**src/rtl/phy_res_pkg.sv**
```systemverilog
package phy_res_pkg;
  localparam int REG_W = 16;

  // register addresses
  localparam int A_CTRL  = 0;
  localparam int A_STAT  = 1;
  localparam int A_ADV   = 4;
  localparam int A_LPA   = 5;
  localparam int A_GCTRL = 9;
  localparam int A_GSTAT = 10;

  // status bits
  localparam int S_EXT  = 0;
  localparam int S_LINK = 2;
  localparam int S_ABLE = 3;
  localparam int S_DONE = 5;

  // control bits
  localparam int C_S1000 = 6;
  localparam int C_FULL  = 8;
  localparam int C_S100  = 13;

  // ability bits
  localparam int B_10F   = 6;
  localparam int B_TXH   = 7;
  localparam int B_TXF   = 8;
  localparam int B_G_H   = 10;
  localparam int B_G_F   = 11;

  typedef enum logic [1:0] {
    SPD_10   = 2'b00,
    SPD_100  = 2'b01,
    SPD_1000 = 2'b10
  } speed_e;

  typedef struct packed {
    speed_e spd;
    logic   fd;
  } mode_t;

  function automatic mode_t mode_from_abilities(
    input logic [REG_W-1:0] gctl, input logic [REG_W-1:0] gstat,
    input logic [REG_W-1:0] adv,  input logic [REG_W-1:0] lpa);
    logic [REG_W-1:0] gcom;
    logic [REG_W-1:0] com;
    mode_t m;
    gcom = gstat & (gctl << 2);
    com  = adv & lpa;
    m.spd = SPD_10;
    m.fd  = 1'b0;
    if (gcom[B_G_F] || gcom[B_G_H]) begin
      m.spd = SPD_1000;
      m.fd  = gcom[B_G_F];
    end else if (com[B_TXF] || com[B_TXH]) begin
      m.spd = SPD_100;
      m.fd  = com[B_TXF];
    end else if (com[B_10F]) begin
      m.fd  = 1'b1;
    end
    return m;
  endfunction

  function automatic mode_t mode_from_control(input logic [REG_W-1:0] ctl);
    mode_t m;
    m.fd = ctl[C_FULL];
    if (ctl[C_S1000])     m.spd = SPD_1000;
    else if (ctl[C_S100]) m.spd = SPD_100;
    else                  m.spd = SPD_10;
    return m;
  endfunction
endpackage

```
**src/rtl/prs_wait_timer.sv**
```systemverilog
module prs_wait_timer #(
  parameter int INTERVAL = 100000
) (
  input  logic clk,
  input  logic rst_n,
  input  logic run,
  output logic expire
);
  localparam int CW = (INTERVAL > 1) ? $clog2(INTERVAL) : 1;
  localparam logic [CW-1:0] LAST = CW'(INTERVAL - 1);

  logic [CW-1:0] cnt_q;

  assign expire = run && (cnt_q == LAST);

  always_ff @(posedge clk) begin
    if (!rst_n || !run || expire) cnt_q <= '0;
    else                          cnt_q <= cnt_q + 1'b1;
  end
endmodule

```
**src/rtl/prs_mode_pick.sv**
```systemverilog
module prs_mode_pick
  import phy_res_pkg::*;
(
  input  logic             aneg,
  input  logic [REG_W-1:0] ctl,
  input  logic [REG_W-1:0] adv,
  input  logic [REG_W-1:0] lpa,
  input  logic [REG_W-1:0] gctl,
  input  logic [REG_W-1:0] gstat,
  output mode_t            mode
);
  always_comb begin
    if (aneg) mode = mode_from_abilities(gctl, gstat, adv, lpa);
    else      mode = mode_from_control(ctl);
  end
endmodule

```
**src/rtl/phy_mode_resolver.sv**
```systemverilog
module phy_mode_resolver
  import phy_res_pkg::*;
#(
  parameter int POLL_INTERVAL = 100000,
  parameter int MAX_POLLS     = 1000,
  parameter int AW            = 5
) (
  input  logic          clk,
  input  logic          rst_n,
  input  logic          start,
  output logic          rd_req,
  output logic [AW-1:0] rd_addr,
  input  logic          rd_ack,
  input  logic [15:0]   rd_data,
  output logic          link_up,
  output logic [1:0]    speed,
  output logic          full_duplex,
  output logic          done,
  output logic          timed_out
);
  localparam int PW = $clog2(MAX_POLLS + 1);
  localparam logic [PW-1:0] POLL_LIM = PW'(MAX_POLLS);

  typedef enum logic [3:0] {
    ST_IDLE, ST_STAT0, ST_STAT1, ST_WAIT, ST_GSTAT,
    ST_GCTL, ST_ADV, ST_LPA, ST_CTRL, ST_FIN
  } state_e;

  state_e st_q, st_d;
  logic [REG_W-1:0] stat_q, ctl_q, adv_q, lpa_q, gctl_q, gstat_q;
  logic [PW-1:0]    poll_q;
  logic             to_q;
  mode_t            picked;

  // named events for the checker
  logic wait_needed, poll_fire, to_evt, result_load, stat_take;

  assign stat_take   = (st_q == ST_STAT1) && rd_ack;
  assign wait_needed = rd_data[S_LINK] && rd_data[S_ABLE] && !rd_data[S_DONE];
  assign to_evt      = stat_take && wait_needed && (poll_q == POLL_LIM);
  assign result_load = (st_q == ST_FIN);

  prs_wait_timer #(.INTERVAL(POLL_INTERVAL)) u_timer (
    .clk(clk), .rst_n(rst_n), .run(st_q == ST_WAIT), .expire(poll_fire)
  );

  prs_mode_pick u_pick (
    .aneg(stat_q[S_ABLE]), .ctl(ctl_q), .adv(adv_q), .lpa(lpa_q),
    .gctl(gctl_q), .gstat(gstat_q), .mode(picked)
  );

  always_comb begin
    rd_req  = 1'b1;
    rd_addr = AW'(A_STAT);
    unique case (st_q)
      ST_STAT0, ST_STAT1: rd_addr = AW'(A_STAT);
      ST_GSTAT:           rd_addr = AW'(A_GSTAT);
      ST_GCTL:            rd_addr = AW'(A_GCTRL);
      ST_ADV:             rd_addr = AW'(A_ADV);
      ST_LPA:             rd_addr = AW'(A_LPA);
      ST_CTRL:            rd_addr = AW'(A_CTRL);
      default:            rd_req  = 1'b0;
    endcase
  end

  always_comb begin
    st_d = st_q;
    unique case (st_q)
      ST_IDLE:  if (start) st_d = ST_STAT0;
      ST_STAT0: if (rd_ack) st_d = ST_STAT1;
      ST_STAT1: if (rd_ack) begin
        if (wait_needed)            st_d = to_evt ? ST_FIN : ST_WAIT;
        else if (!rd_data[S_ABLE])  st_d = ST_CTRL;
        else if (rd_data[S_EXT])    st_d = ST_GSTAT;
        else                        st_d = ST_ADV;
      end
      ST_WAIT:  if (poll_fire) st_d = ST_STAT1;
      ST_GSTAT: if (rd_ack) st_d = ST_GCTL;
      ST_GCTL:  if (rd_ack) st_d = ST_ADV;
      ST_ADV:   if (rd_ack) st_d = ST_LPA;
      ST_LPA:   if (rd_ack) st_d = ST_FIN;
      ST_CTRL:  if (rd_ack) st_d = ST_FIN;
      default:  st_d = ST_IDLE;
    endcase
  end

  always_ff @(posedge clk) begin
    if (!rst_n) begin
      st_q <= ST_IDLE;
      stat_q <= '0; ctl_q <= '0; adv_q <= '0;
      lpa_q <= '0; gctl_q <= '0; gstat_q <= '0;
      poll_q <= '0; to_q <= 1'b0;
      link_up <= 1'b0; speed <= SPD_10; full_duplex <= 1'b0;
      done <= 1'b0; timed_out <= 1'b0;
    end else begin
      st_q <= st_d;
      done <= result_load;
      if (st_q == ST_IDLE && start) begin
        stat_q <= '0; ctl_q <= '0; adv_q <= '0;
        lpa_q <= '0; gctl_q <= '0; gstat_q <= '0;
        poll_q <= '0; to_q <= 1'b0;
      end
      if (stat_take)                 stat_q  <= rd_data;
      if (to_evt)                    to_q    <= 1'b1;
      if (poll_fire)                 poll_q  <= poll_q + 1'b1;
      if (st_q == ST_GSTAT && rd_ack) gstat_q <= rd_data;
      if (st_q == ST_GCTL && rd_ack)  gctl_q  <= rd_data;
      if (st_q == ST_ADV && rd_ack)   adv_q   <= rd_data;
      if (st_q == ST_LPA && rd_ack)   lpa_q   <= rd_data;
      if (st_q == ST_CTRL && rd_ack)  ctl_q   <= rd_data;
      if (result_load) begin
        link_up   <= stat_q[S_LINK];
        timed_out <= to_q;
        if (to_q) begin
          speed       <= SPD_10;
          full_duplex <= 1'b0;
        end else begin
          speed       <= picked.spd;
          full_duplex <= picked.fd;
        end
      end
    end
  end
endmodule

```
**config.mk**
```make
export PLATFORM = sky130hd
export DESIGN_NAME = phy_mode_resolver
export DESIGN_NICKNAME = d
export VERILOG_FILES = /design/src/rtl/phy_res_pkg.sv /design/src/rtl/prs_wait_timer.sv /design/src/rtl/prs_mode_pick.sv /design/src/rtl/phy_mode_resolver.sv
export SDC_FILE = /design/constraint.sdc
export NUM_CORES = 1
export LEC_CHECK = 0
export BUFFER_PORTS_ARGS = -buffer_cell sky130_fd_sc_hd__buf_4
export CAP_MARGIN = 20
export CORE_UTILIZATION = 60
export DETAILED_ROUTE_END_ITERATION = 12
export GPL_TIMING_DRIVEN = 0
export HOLD_SLACK_MARGIN = 0.12
export PLACE_DENSITY = 0.91
export SETUP_SLACK_MARGIN = 0.05
export SLEW_MARGIN = 20
export SYNTH_ARGS = -nofsm -noshare
export SYNTH_HDL_FRONTEND = slang
export SYNTH_SLANG_ARGS = --single-unit
```
**constraint.sdc**
```tcl
create_clock -name clk -period 3.2 [get_ports clk]
set_input_delay 0.32 -clock clk [delete_from_list [all_inputs] [get_ports clk]]
set_output_delay 0.32 -clock clk [all_outputs]
set_load 0.02 [all_outputs]
```
* Yosys cells after proc, flatten, opt, wreduce, memory -nomap -nowiden
Index checks and enable logic that the tools add are counted. Widths: inputs -> output; s select.
Word-level totals: word-level logic and storage cells 104, register bits 96
Operators by class: add/sub/neg operators 2, multiplexer cells 35, reductions and logical operators 31, equal/unequal tests 19, bitwise gates (word level) 2
Operators by type and width (count):
- $mux 4 | 12
- $pmux 4 s8 | 1
- $mux 10 | 3
- $mux 14 | 2
- $pmux 4 s5 | 1
- $mux 9 | 2
- $add 17x1->17 const B | 1
- $eq 17x17->1 const B | 1
- $eq 4x3->1 const B | 4
- $reduce_bool 2->1 | 8
- $ne 2x2->1 const B | 7
- $and 12x12->12 | 1
- $logic_and 1x1->1 | 12
- $mux 12 | 1
- $add 10x1->10 const B | 1
- $eq 10x10->1 const B | 1
- $and 9x9->9 | 1
- $eq 4x2->1 const B | 2
- $eq 4x4->1 const B | 2
- $mux 1 | 8
- $reduce_and 8->1 | 1
- $reduce_or 7->1 | 1
- $mux 2 | 3
- $mux 3 | 2
- 6 further kinds | 11

* Longest topological paths before layout
Gate-level depths: netlist of the first run.
depth after elaboration 8, gate-level depth with buffers 8, mapped depth without buffers 7

* Hierarchy
From an unflattened synthesis of the first run, not the netlist that was laid out.
Second synthesis, totals: cell total of the unflattened synthesis 567, area, all modules 5302.6 um^2
Modules (own cells, without submodules):
- phy_mode_resolver | times used 1, area an instance 4434.3 um^2, cells an instance 466
- prs_wait_timer | times used 1, area an instance 792.0 um^2, cells an instance 88
- prs_mode_pick | times used 1, area an instance 76.3 um^2, cells an instance 13

* Worst setup path after synthesis of the first run
Ideal clock, no wire load.
kind register to register, start point register u_timer.cnt_q[0], end point register poll_q[9], arrival 1.862 ns, buffers on the path 2, slack 1.265 ns, data required time 3.127 ns, cell stages (with the launch flop) 9, clock period less this slack 1.935 ns, setup time 0.073 ns, cells stage by stage dfxtp_1 > ha_1 > and4_1 > buf_2 > nand4_4 > or2_1 > buf_2 > or4_4 > o211ai_2
Between the ends: cells in the longest elaborated chain, start to end 3, elaborated cells between the ends (all ways) 4, those cells by class eq/ne (1); mux (1); reduce/logical (2)
Ends and longest elaborated chain:
- start: declaration | RTL line prs_wait_timer.sv:12 | logic [CW-1:0] cnt_q;
- start signal: assignment | RTL line prs_wait_timer.sv:18 | else cnt_q <= cnt_q + 1'b1;
- $eq 17x17->1 * | RTL line prs_wait_timer.sv:14 | assign expire = run && (cnt_q == LAST);
- $logic_and 1x1->1 * | RTL line prs_wait_timer.sv:14
- $mux 10 / $reduce_bool 2->1 (equally long branches)
- end signal: assignment | RTL line phy_mode_resolver.sv:105 | if (poll_fire) poll_q <= poll_q + 1'b1;
- end: declaration | RTL line phy_mode_resolver.sv:31 | logic [PW-1:0] poll_q;
Every way passes the cells marked *; elsewhere a longest branch is shown, timed or not. A chain may end at the register's enable or synchronous reset.

* Worst setup path in the final report of the first run
start point register st_q[2], end point output rd_addr[0]
Between the ends: cells in the longest elaborated chain, start to end 2, elaborated cells between the ends (all ways) 6, those cells by class eq/ne (5); mux (1)
Ends and longest elaborated chain:
- start: declaration | RTL line phy_mode_resolver.sv:29 | state_e st_q, st_d;
- start signal: assignment | RTL line phy_mode_resolver.sv:96 | st_q <= st_d;
- $eq 4x4->1 / $eq 4x3->1 (equally long branches) | RTL line phy_mode_resolver.sv:55 | unique case (st_q)
- $pmux 4 s5 * | RTL line phy_mode_resolver.sv:55
- end: declaration | RTL line phy_mode_resolver.sv:12 | output logic [AW-1:0] rd_addr,
Marks and branches as above.

==> results.toml, run 1 <==
[run_status]
run_status = "finished, final reports clean"

[routing]
wire_per_inst_microns = 14.9
ant_nets = 0
vias = 2517
drt_iter0_markers = 373
firstDrtPassIters = 5
drc = 0
viasPerCell = 6.15
wl_mm = 6.09

[clock_network]
cts_htree_levels = 2
clkSinkCount = 53
clk_path_buf_depth = 2
postCtsSetupRepairBufs = 0
hold_buffers = 0
cts_resized = 0
root_buffer = "clkbuf_8"
numCtsBuffers = 5
cts_tree = "built"
cts.clk_slew.worst_paths_ns = 0.11
clk_latency_ns = 0.32

[grt]
antenna_found_initial = 0
grt_pass1_vias = 2165
grt_max_degree = 18
grt_pass1_wl_mm = 9.46
grt_overflow = 0
grt_usage_pct = 27.6

[place]
gp_congestion = 0.940
dp_hpwl_mm = 4.36
dp.cells = 401
post_dp_cell_area_sq_mm = 0.00287
io_buffers = 24

[hold_path]
hold_class = "in2reg"

[synthesis]
synth-xor-area-share_pct = 4.67
synth-edff-count = 0
syn_inst = 327
yosysWarnings = 0
async_reset_ff_share_pct = 0
syn_area_per_cell_sq_um = 8.04
synth_compound_area_share_pct = 16.4
synth_flop_cell = "dfxtp_1"
synth.distinct_cells = 58
synthesis.nets = 350
synthAdderAreaFrac_pct = 1.43
ys_seq_area_share_pct = 40.4
yosys.area_share.simple_pct = 32.1
synth_top_family_by_area = "simple AND/OR/NAND/NOR gates"
muxShareOfSynthArea_pct = 0.810
netlist_area_sq_mm = 0.00263
ys_seq_elements = 53

[flow_run]
maxCapViolations = 0

[setup_path]
crit_fanout = 10
cpMaxStageDelayCell = "dfxtp_1"
cp-start-kind = "flip-flop"
crit_arrival_ns = 1.90
cp_num_buf_inv = 2
cp.required_ns = 2.88
end_kind = "output pin"
crit_type = "reg2out"
crit_chain = "clkbuf_1 > nor2b_1 > a21oi_1 > or2_2 > buf_4"
cpPeakStageDelay_ns = 0.39
cp_top_family = "simple AND/OR/NAND/NOR gates"

[final_layout]
stdcell_area_sq_mm = 0.00296
regArea_sq_mm = 0.00106
multi_input_area_sq_mm = 0.00146
diodes = 0
stdcell_count = 409
layout-drive-gt1-share_pct = 12.0
fin_nets = 381
n_fill_cell = 333
syn_to_final_growth_pct = 12.7

[power]
ir_worst_vdd_mv = 0.352
switching_share_pct = 33.8
p_switching_mw = 0.487
power_leakage_nw = 1.04
p_per_area_mw_per_mm2 = 487
combinationalPowerShare_pct = 24.1
p_int_mw = 0.955
pwr-share-seq_pct = 48.3
clockPowerShare_pct = 27.6

[floorplanning]
die_w_microns = 68.2
core_sq_mm = 0.00412
rows = 23
start_util_pct = 63.8
ios = 32
die_h_microns = 68.2
die_area_sq_mm = 0.00465

[timing]
setup_tns_ns = 0
rsz0062_at_grt = "no"
final-setup-viol-count = 0
fin_crit_sh_pct = 69.4
max_freq_ghz = 0.451
skew_ns = 0.0120
fin_crit_ns = 2.22
finalHoldViolCount = 0
slew_viol_final = 0
relSlewSlack_pct = 58.2
worst_pin_slew_ns = 0.624
sequential cells by signal, indices dropped and copies added (netlist names):
| signal | count |
|---|---|
| timed_out | 1 |
| lpa_q | 3 |
| to_q | 1 |
| speed | 2 |
| adv_q | 3 |
| link_up | 1 |
| ctl_q | 3 |
| done | 1 |
| gstat_q | 2 |
| stat_q | 2 |
| st_q | 4 |
| full_duplex | 1 |
| u_timer.cnt_q | 17 |
| gctl_q | 2 |
| poll_q | 10 |
cell families after synthesis:
logic type               Yosys count
buffers and inverters             26
multiplexers                       2
adder cells (fa/ha/maj)            3
flip-flops                        53
XOR/XNOR                          14
AO/OA/AOI/OAI                     64
other                              1
AND/OR/NAND/NOR                  164
per-stage QoR:
stage | power [mW] | util (%) | hold slack [ns] | worst slack (ns)
6_report | 1.44 | 71.9 | 0.230 | 0.980
4_1_cts | 1.44 | 71.9 | 0.237 | 1.02
5_1_grt | 1.51 | 71.9 | 0.235 | 0.803
3_5_place_dp | 1.05 | 69.7 | 0.446 | 1.07
2_1_floorplan | 0.943 | - | 0.430 | 1.26
3_3_place_gp | 1.04 | 69.7 | 0.443 | 1.14
routing by layer:
layer	up-vias	share of wire [%]	track usage, %	routed length [microns]
met3	8	5.9	6.00	358
met2	78	49	45.7	2970
met4	0	1.1	9.38	67
li1	1223	-	-	-
met1	1208	44	35.3	2690
met5	-	0	0	0
worst min-delay path, delay by kind of cell:
kind	cells	cell delay, ns
buffers and inverters	1	0.10
and+or+nand+nor	1	0.04
AOI/OAI and AO/OA	1	0.05
cell type report:
type / instances / share of cell area, %
clock buffer: 5 / 2.32
timing repair buffer: 24 / 6.09
buffer: 15 / 2.16
sequential: 53 / 35.8
multi-input combinational: 248 / 49.4
tap: 50 / 2.11
clock inverter: 3 / 0.719
inverter: 11 / 1.39
cell usage after synthesis, types with 3 or more instances:
cell type  number  share of area [%]
nand3b_1        4                1.1
a21oi_1        15                2.9
o211ai_1        3               0.86
o21ai_0        11                2.1
dfxtp_1        53                 40
a31oi_1         3               0.71
xor2_1          7                2.3
nand3_1        20                3.8
and3_1          4               0.95
buf_2           3               0.57
or3_1           4               0.95
nor2_1         54                7.7
nor4_1          3               0.71
xnor2_1         7                2.3
nor3_1          9                1.7
nand2_1        34                4.9
inv_1          11                1.6
clkbuf_1       11                1.6
nand4_1         5                1.2
nand2b_1        6                1.4
nor2b_1         4               0.95
a22oi_1        14                4.0
ha_1            3                1.4
power groups by stage:
stage	sequential [mW]	clock [mW]	combinational [mW]
floorplan	0.706	0	0.237
global placement	0.711	0	0.328
detailed placement	0.711	0	0.339
CTS	0.696	0.401	0.341
global route	0.699	0.431	0.378
finish	0.696	0.398	0.347
final timing paths:
path | from | end | slack (ns) | cells after the start
min | rd_data[10] | gstat_q[10] | 0.23 | 3
max reg2reg | u_timer.cnt_q[0] | poll_q[9] | 1.07 | 8
min reg2reg | full_duplex | full_duplex | 0.46 | 2
max | st_q[2] | rd_addr[0] | 0.98 | 5
placed cells by master, fill, tap and decap left out, types with 9 or more instances in the layout:
master / count
clkbuf_1: 11
dfxtp_1: 53
nand3_1: 20
nand2_1: 34
a21oi_1: 15
o21ai_0: 11
inv_1: 11
nor2_1: 54
nor3_1: 9
a22oi_1: 14
buf_4: 25
Note: power is estimated with default switching activity, not from simulation.
==> run 2, diff against run 1 <==
Settings changed: CORE_UTILIZATION 60 to 57, PLACE_DENSITY 0.91 to 0.87.
Clock period 3.2 ns to 2.1 ns, I/O delays scaled along.
==> run 2 against run 1 <==
Against the previous run: combinational power rose by 54%; wire length down 3.9%; core utilization fell by 3.9 points; global-route usage shrank 3.3 points; critical path depth is 3 higher; largest power group unchanged.
==> results.toml, run 2 (synthesis gave the netlist of run 1 again) <==
[timing]
max_freq_ghz = 0.504
setup_tns_ns = 0
final-setup-viol-count = 0
finalHoldViolCount = 0
skew_ns = 0.0112
worst_pin_slew_ns = 0.702
rsz0062_at_grt = "no"
timing.final.ws_setup_ns = 0.117
fin_crit_sh_pct = 94.4
relSlewSlack_pct = 52.8
slew_viol_final = 0
fin_crit_ns = 1.98

[clock_network]
clk_latency_ns = 0.31
cts_htree_levels = 2
clk_path_buf_depth = 2
root_buffer = "clkbuf_8"
clkSinkCount = 53
postCtsSetupRepairBufs = 0
cts_tree = "built"
numCtsBuffers = 5
cts.clk_slew.worst_paths_ns = 0.10

[grt]
grt_pass1_vias = 2191
antenna_found_initial = 0
grt_max_degree = 16
grt_overflow = 0
grt_pass1_wl_mm = 9.63
grt_usage_pct = 24.3

[routing]
wire_per_inst_microns = 14.2
drt_iter0_markers = 210
viasPerCell = 5.92
wl_mm = 5.85
vias = 2433
ant_nets = 0
drc = 0
firstDrtPassIters = 4

[final_layout]
syn_to_final_growth_pct = 13.5
fin_nets = 381
final_cell_mix = "54 x nor2_1, 51 x dfxtp_1, 34 x nand2_1"
layout-drive-gt1-share_pct = 13.6
diodes = 0
largest_register_ffs = 17
largestRegisters = "u_timer.cnt_q: 17 flops, poll_q: 10 flops, st_q: 4 flops"
max_flop_register = "u_timer.cnt_q"
mostFrequentLayoutCell = "nor2_1"
n_fill_cell = 373

[place]
pre_cts_slack_ns = 0.0139
dp_hpwl_mm = 4.31
gp_congestion = 0.924
io_buffers = 24

[floorplanning]
core_sq_mm = 0.00438
rows = 24
die_w_microns = 69.9
start_util_pct = 59.9
ios = 32
die_area_sq_mm = 0.00489
die_h_microns = 69.9

[setup_path]
crit_arrival_ns = 2.23
end_kind = "flip-flop"
rrSetupSlack_ns = 0.12
cp.required_ns = 2.35
cp-start-kind = "flip-flop"
crit_type = "reg2reg"
crit_fanout = 7

[power]
power_leakage_nw = 1.04
p_per_area_mw_per_mm2 = 726
ir_worst_vdd_mv = 0.534

[run_status]
run_status = "finished, final reports clean"

[flow_run]
maxCapViolations = 0

[hold_path]
hold_class = "in2reg"
-- run 2: cell types whose count changed in the layout (fill, tap and decap cells not counted), sizes merged --
cell,previous run,this run
clkbuf,16,18
clkinv,1,0
inv,12,11
-- run 2: stage by stage --
| stage | utilization, % | total power, mW | hold slack (ns) | cell area (sq um) | std cells |
|---|---|---|---|---|---|
| 4_1_cts | 67.5 | 2.15 | 0.138 | 2960 | 411 |
| 3_3_place_gp | 65.5 | 1.58 | 0.442 | 2870 | 403 |
| 6_report | 68.0 | 2.16 | 0.142 | 2980 | 411 |
| 3_5_place_dp | 65.5 | 1.59 | 0.454 | 2870 | 403 |
| 5_1_grt | 68.0 | 2.26 | 0.153 | 2980 | 411 |
| 2_1_floorplan | - | 1.44 | 0.346 | 2630 | 327 |
-- run 2: path summary, 6_finish.rpt --
kind,startpoint,cells past startpoint,end
min reg2reg,u_timer.cnt_q[0],1,u_timer.cnt_q[0]
min,rd_data[10],3,gstat_q[10]
max,u_timer.cnt_q[0],8,poll_q[9]
max reg2reg,u_timer.cnt_q[0],8,poll_q[9]
-- run 2: per-layer routing --
| layer | track usage, % | routed length [microns] | up-vias | share of wire (%) |
|---|---|---|---|---|
| met5 | 0 | 0 | - | 0 |
| met4 | 10.0 | 125 | 0 | 2.1 |
| met3 | 4.76 | 278 | 12 | 4.8 |
| met2 | 40.2 | 2780 | 65 | 48 |
| met1 | 31.1 | 2670 | 1127 | 46 |
| li1 | - | - | 1229 | - |
-- run 2: what timing repair did --
| item | CTS | global route |
|---|---|---|
| hold buffers | 0 | 0 |
| gates resized for setup | 2 | 10 |
| setup endpoints to repair | 11 | 15 |
-- run 2: worst max-delay path: stages (launching register included) --
cell      delay [ns]
dfxtp_2         0.36
ha_2            0.20
and4_1          0.21
buf_6           0.14
nand4_4         0.10
or2_1           0.22
buf_2           0.15
or4_4           0.47
o211ai_2        0.07
-- run 2: final cells by class --
| cell class | instances | area (sq um) | share of cell area [%] |
|---|---|---|---|
| Buffer | 15 | 73.8 | 2.47 |
| Timing Repair Buffer | 24 | 180 | 6.04 |
| Inverter | 11 | 41.3 | 1.38 |
| Multi-Input combinational cell | 248 | 1480 | 49.5 |
| Sequential cell | 53 | 1060 | 35.7 |
| Clock buffer | 7 | 76.3 | 2.56 |
| Tap cell | 52 | 65.1 | 2.18 |
| Clock inverter | 1 | 7.51 | 0.252 |
-- run 2: where the power goes --
group | internal, mW | switching (mW) | leakage (nW)
Clock | 0.237 | 0.330 | 0.0385
Sequential | 1.03 | 0.0316 | 0.428
Combinational | 0.193 | 0.343 | 0.578
